===== src/rtl/rdbus_pkg.sv =====
package rdbus_pkg;
   typedef enum logic [2:0] {
      ST_IDLE,
      ST_ADDR,
      ST_STRB,
      ST_WAIT,
      ST_DONE
   } rd_state_e;
endpackage


===== src/rtl/rdbus_master.sv =====
module rdbus_master
   import rdbus_pkg::*;
#(
   parameter int AW = 8,
   parameter int DW = 16
) (
   input  logic          clk,
   input  logic          rst_n,
   input  logic          req_start,
   input  logic [AW-1:0] req_addr,
   input  logic          bus_ready,
   input  logic [DW-1:0] bus_data,
   output logic          busy,
   output logic          done,
   output logic [DW-1:0] rd_data,
   output logic [AW-1:0] bus_addr,
   output logic          bus_rd
);
   rd_state_e     state_q, state_d;
   logic [AW-1:0] addr_q;
   logic [DW-1:0] data_q;
   logic          strobe_ph;

   assign strobe_ph = (state_q == ST_STRB) || (state_q == ST_WAIT);

   always_comb begin
      state_d = state_q;
      unique case (state_q)
         ST_IDLE: if (req_start) state_d = ST_ADDR;
         ST_ADDR: state_d = ST_STRB;
         ST_STRB,
         ST_WAIT: state_d = bus_ready ? ST_DONE : ST_WAIT;
         ST_DONE: state_d = ST_IDLE;
         default: state_d = ST_IDLE;
      endcase
   end

   always_ff @(posedge clk or negedge rst_n) begin
      if (!rst_n) begin
         state_q <= ST_IDLE;
         addr_q  <= '0;
         data_q  <= '0;
      end else begin
         state_q <= state_d;
         if (state_q == ST_IDLE && req_start) addr_q <= req_addr;
         if (strobe_ph && bus_ready)          data_q <= bus_data;
      end
   end

   assign bus_addr = addr_q;
   assign bus_rd   = strobe_ph;
   assign busy     = (state_q != ST_IDLE);
   assign done     = (state_q == ST_DONE);
   assign rd_data  = data_q;

   // address held through every strobe cycle
   p_addr_stable_r3: assert property (@(posedge clk) disable iff (!rst_n)
      bus_rd |-> $stable(bus_addr));
   // a not-ready strobe cycle is followed by another strobe cycle
   p_wait_hold_r5: assert property (@(posedge clk) disable iff (!rst_n)
      (bus_rd && !bus_ready) |=> (bus_rd && $stable(bus_addr)));
   // the returned word is the one on the bus at the ready edge
   p_capture_r6: assert property (@(posedge clk) disable iff (!rst_n)
      (bus_rd && bus_ready) |=> (done && rd_data == $past(bus_data)));
   // a transfer only begins from idle
   p_start_idle_r8: assert property (@(posedge clk) disable iff (!rst_n)
      (state_q == ST_ADDR) |-> ($past(state_q) == ST_IDLE));
   // done is a single pulse with the strobe released
   p_done_pulse_r9: assert property (@(posedge clk) disable iff (!rst_n)
      done |=> (!done && !bus_rd));
endmodule


===== src/rtl/rdbus_waitgen.sv =====
module rdbus_waitgen #(
   parameter int            AW    = 8,
   parameter int            DW    = 16,
   parameter int            WAITS = 1,
   parameter logic [AW-1:0] SALT  = 'hA5
) (
   input  logic          clk,
   input  logic          rst_n,
   input  logic [AW-1:0] bus_addr,
   input  logic          bus_rd,
   output logic          bus_ready,
   output logic [DW-1:0] bus_data
);
   logic [DW-1:0] word;

   if (DW != 2 * AW) begin : g_bad_width
      $error("rdbus_waitgen: DW must be twice AW");
   end

   assign word = {bus_addr ^ SALT, bus_addr};

   if (WAITS == 0) begin : g_zero_wait
      assign bus_ready = 1'b1;
      assign bus_data  = word;
   end else begin : g_counted_wait
      localparam int            CW   = (WAITS > 1) ? $clog2(WAITS + 1) : 1;
      localparam logic [CW-1:0] WLIM = CW'(WAITS);
      logic [CW-1:0] cnt_q;

      always_ff @(posedge clk or negedge rst_n) begin
         if (!rst_n)              cnt_q <= '0;
         else if (!bus_rd)        cnt_q <= '0;
         else if (cnt_q != WLIM)  cnt_q <= cnt_q + 1'b1;
      end

      assign bus_ready = !bus_rd || (cnt_q == WLIM);
      assign bus_data  = (bus_rd && cnt_q == WLIM) ? word : ~word;

      // ready drops in the first strobe cycle when waits are configured
      p_ready_drop_r7: assert property (@(posedge clk) disable iff (!rst_n)
         $rose(bus_rd) |-> !bus_ready);
   end
endmodule


===== src/rtl/rdbus_read_sys.sv =====
module rdbus_read_sys #(
   parameter int AW    = 8,
   parameter int DW    = 16,
   parameter int WAITS = 1
) (
   input  logic          clk,
   input  logic          rst_n,
   input  logic          req_start,
   input  logic [AW-1:0] req_addr,
   output logic          busy,
   output logic          done,
   output logic [DW-1:0] rd_data,
   output logic [AW-1:0] bus_addr,
   output logic          bus_rd,
   output logic          bus_ready,
   output logic [DW-1:0] bus_data
);
   localparam int LW = 3;
   localparam logic [LW-1:0] EXP_LEN = LW'(WAITS + 2);

   if (WAITS < 0 || WAITS > 3) begin : g_bad_waits
      $error("rdbus_read_sys: WAITS must be 0 to 3");
   end
   if (AW < 1) begin : g_bad_aw
      $error("rdbus_read_sys: AW must be positive");
   end

   rdbus_master #(.AW(AW), .DW(DW)) u_master (
      .clk       (clk),
      .rst_n     (rst_n),
      .req_start (req_start),
      .req_addr  (req_addr),
      .bus_ready (bus_ready),
      .bus_data  (bus_data),
      .busy      (busy),
      .done      (done),
      .rd_data   (rd_data),
      .bus_addr  (bus_addr),
      .bus_rd    (bus_rd)
   );

   rdbus_waitgen #(.AW(AW), .DW(DW), .WAITS(WAITS)) u_mem (
      .clk       (clk),
      .rst_n     (rst_n),
      .bus_addr  (bus_addr),
      .bus_rd    (bus_rd),
      .bus_ready (bus_ready),
      .bus_data  (bus_data)
   );

   logic [LW-1:0] len_q;
   always_ff @(posedge clk or negedge rst_n) begin
      if (!rst_n)             len_q <= '0;
      else if (!busy || done) len_q <= '0;
      else                    len_q <= len_q + 1'b1;
   end

   // busy cycles before done match the configured wait count
   p_len_r10: assert property (@(posedge clk) disable iff (!rst_n)
      done |-> (len_q == EXP_LEN));
   // done only inside a busy window
   p_busy_done_r8: assert property (@(posedge clk) disable iff (!rst_n)
      done |-> busy);
endmodule


===== config.mk =====
export PLATFORM = sky130hd
export DESIGN_NAME = rdbus_read_sys
export DESIGN_NICKNAME = d
export VERILOG_FILES = /design/src/rtl/rdbus_pkg.sv /design/src/rtl/rdbus_master.sv /design/src/rtl/rdbus_waitgen.sv /design/src/rtl/rdbus_read_sys.sv
export SDC_FILE = /design/constraint.sdc
export NUM_CORES = 1
export LEC_CHECK = 0
export BUFFER_PORTS_ARGS = -buffer_cell sky130_fd_sc_hd__buf_2
export CAP_MARGIN = 20
export CORE_MARGIN = 5
export CORE_UTILIZATION = 45
export DETAILED_ROUTE_END_ITERATION = 10
export GPL_ROUTABILITY_DRIVEN = 0
export GPL_TIMING_DRIVEN = 0
export PLACE_DENSITY_LB_ADDON = 0.12
export SLEW_MARGIN = 20
export SYNTH_ARGS = -nofsm -noshare
export SYNTH_HDL_FRONTEND = slang
export SYNTH_SLANG_ARGS = --single-unit

===== constraint.sdc =====
create_clock -name clk -period 1.87 [get_ports clk]
set_input_delay 0 -clock clk [delete_from_list [all_inputs] [get_ports clk]]
set_output_delay 0 -clock clk [all_outputs]
set_load 0.005 [all_outputs]

==> metrics.md <==
| Metric | Value |
|---|---|
| Max-cap violation count | `0` |
| TritonCTS Buffers | `3` |
| Routed vias/inst | `4.53` |
| Top-area cell type share of the netlist area | `0.537` |
| Fin worst setup slack | `0.133 ns` |
| Crit path time final | `1.74 ns` |
| Power, Total | `2.98 mW` |
| WS Path Type | `reg2out` |
| Reg2Reg Depth | `3` |
| Yosys warning count | `0` |
| Worst Setup End Kind | `output pin` |
| Hold path start | `req_start` |
| Worst Hold Depth | `3` |
| DR vias | `815` |
| Post-synthesis sequential area ratio | `0.537` |
| Nets@finish | `163` |
| Most frequent cells in the layout | `54 x buf_2, 24 x dfrtp_1, 16 x mux2_2, 9 x dlygate4sd3_1, 8 x buf_4` |
| Worst hold endpoint | `u_master.state_q[0]` |
| # rows | `18` |
| Hpwl dp | `1.66 mm` |
| Worst R2R Start | `u_master.state_q[1]` |
| Cell Area, Placed | `1430 um^2` |
| Fmax | `576 MHz` |
| Clock Sinks | `24` |
| Die X | `59.9 um` |
| Tcrit/Tclk final | `0.929` |
| Slowest CP cell | `dfrtp_1` |
| Clock Skews | `0.00719 ns` |
| Ports | `55` |
| Final antenna-violating net count | `0` |
| Hold crit path type | `in2reg` |
| Routed len/inst | `12.6 um` |
| Peak supply drop | `1.07 mV` |
| CTS tree | `done` |
| Finished Core Util | `0.641` |
| Worst Path Required | `1.87 ns` |
| Syn Std Cell Area | `1120 um^2` |
| Die area | `3580 um^2` |
| Unique cell type count in the Yosys netlist | `20` |
| Worst-Margin Slew | `0.628 ns` |
| CTS Root Cell | `clkbuf_4` |
| Setup_tns | `0 ns` |
| CTS HTree Levels | `1` |
| Cells after synthesis | `84` |
| Max Transition Viols Final | `0` |
| Global-route wire length before repair | `3.69 mm` |
| Syn Area/Cell | `13.3 um^2` |
| Rel. slew slack | `0.580` |
| Total Routing Usage GR | `0.137` |
| Setup-failing EPs final | `0` |
| I/O Buffers | `54` |
| Starting DRT DRC Count | `18` |
| Main area contributors after synthesis | `dfrtp_1 54%, mux2_2 16%, buf_4 6.7%` |
| First-pass DRT Iterations | `4` |
| Remaining DRCs | `0` |
| Status | `finished, final reports clean` |
| R2R Path End | `u_master.bus_addr[0]` |
| Maximum clock path buffer count | `2` |
| R2R setup slack | `0.21 ns` |
| Diode count | `0` |
| Area grow syn2layout | `39.5%` |
| Share of post-route cells with drive strength above 1 | `0.587` |
| Register bit total from synthesis | `24` |
| Fin. Hold Viols | `0` |
| Placement Setup Slack | `0.168 ns` |
| Max stage delay on crit path | `0.38 ns` |
| Crit path launch type | `flip-flop` |
| Number of antenna violations at the first check in global routing | `0` |
| CORE AREA | `2430 um^2` |
| Clk Latency, worst-skew pair | `0.30 ns` |
| Clock-pin slew on the worst setup and hold paths | `0.11 ns` |
| Cell Chain, Critical Path | `clkbuf_2 > nand3b_1 > clkbuf_4 > buf_8 > xor2_1 > buf_4 > buf_2` |
| Biggest area consumer among synthesized cells | `dfrtp_1` |
| CP Max Fanout | `10` |
| RSZ-0062 raised after global routing | `no` |
| Leak pwr | `0.813 nW` |
| Pwr Density | `1910 nW/um^2` |
| Largest net degree at the start of global routing | `25` |
| Overflow after GRT | `0` |
| Vias in the first global route | `847` |
| Final Cell Area | `1560 um^2` |
| Net Count, Synth | `95` |
| Starting Density | `0.460` |
| Die Ht | `59.9 um` |
| Post-CTS Setup Bufs | `0` |
| Final WL | `2.27 mm` |
| Most common cell after layout, fill and taps aside | `buf_2` |
| Arrival time at the worst endpoint | `1.74 ns` |
registers in the layout, indices dropped and copies added (netlist names):
name	cells
u_master.state_q	3
u_master.bus_addr	8
u_master.rd_data	12
u_mem.g_counted_wait.cnt_q	1
where the power goes:
part | leakage, nW | switching, mW | internal [mW] | total [mW]
clock | 0.0138 | 0.137 | 0.0750 | 0.212
sequential | 0.285 | 0.245 | 0.787 | 1.03
combinational | 0.515 | 0.685 | 1.05 | 1.74
kinds of logic after synthesis:
kind of cell / after synthesis / synth area share
flip-flops: 24 / 0.537
multiplexers: 20 / 0.197
buffers and inverters: 17 / 0.0928
XOR/XNOR: 12 / 0.0940
AND/OR/NAND/NOR: 9 / 0.0682
AO/OA/AOI/OAI: 2 / 0.0112
critical path, delay by kind of cell (launching register included):
family	cells	cell delay, ns
xor+xnor	1	0.20
buf+inv	5	0.77
simple gates	1	0.10
flops	1	0.38
area by class of cell:
| type | instances | area [um^2] |
|---|---|---|
| clock buffer | 3 | 22.5 |
| sequential | 24 | 601 |
| inverter | 5 | 18.8 |
| fill | 199 | 872 |
| buffer | 12 | 98.8 |
| timing repair buffer | 63 | 360 |
| tap | 30 | 37.5 |
| multi-input combinational | 43 | 422 |
repair_timing:
action | CTS | global route
setup endpoints to repair | 0 | 5
hold endpoints to repair | 32 | 0
gates resized for setup | 0 | 5
hold buffers | 9 | 0
synthesized netlist by cell type (all sizes together):
| master | number |
|---|---|
| a211oi | 1 |
| xnor2 | 4 |
| xor2 | 8 |
| buf | 11 |
| and2 | 1 |
| inv | 5 |
| a21oi | 1 |
| or3 | 1 |
| nor2b | 1 |
| nand3b | 1 |
| mux2 | 16 |
| mux2i | 4 |
| or3b | 1 |
| nor4b | 1 |
| clkbuf | 1 |
| nor2 | 1 |
| nand2b | 1 |
| or2b | 1 |
| dfrtp | 24 |
metrics by stage:
stage	instances	hold slack, ns
2_1_floorplan	84	-0.296
3_3_place_gp	168	0.00794
3_5_place_dp	168	0.0105
6_report	180	0.0761
4_1_cts	180	0.0627
5_1_grt	180	0.0778
how the worst max path moves through the flow:
stage | start | end
after floorplan | u_master.state_q[1] | u_master.bus_addr[0]
after global placement | u_master.state_q[1] | u_master.bus_addr[3]
after detailed placement | u_master.state_q[1] | u_master.bus_addr[1]
after CTS | u_master.state_q[1] | bus_data[9]
after global routing | u_master.state_q[1] | bus_data[14]
final | u_master.state_q[1] | bus_data[11]
layer usage:
layer / share of wire / up-vias / track usage
met5: 0 / - / 0
met4: 0.0053 / 0 / 0.0570
met3: 0.074 / 2 / 0.0194
met2: 0.51 / 28 / 0.238
met1: 0.41 / 381 / 0.170
li1: - / 404 / -
(Power assumes the default switching activity.)
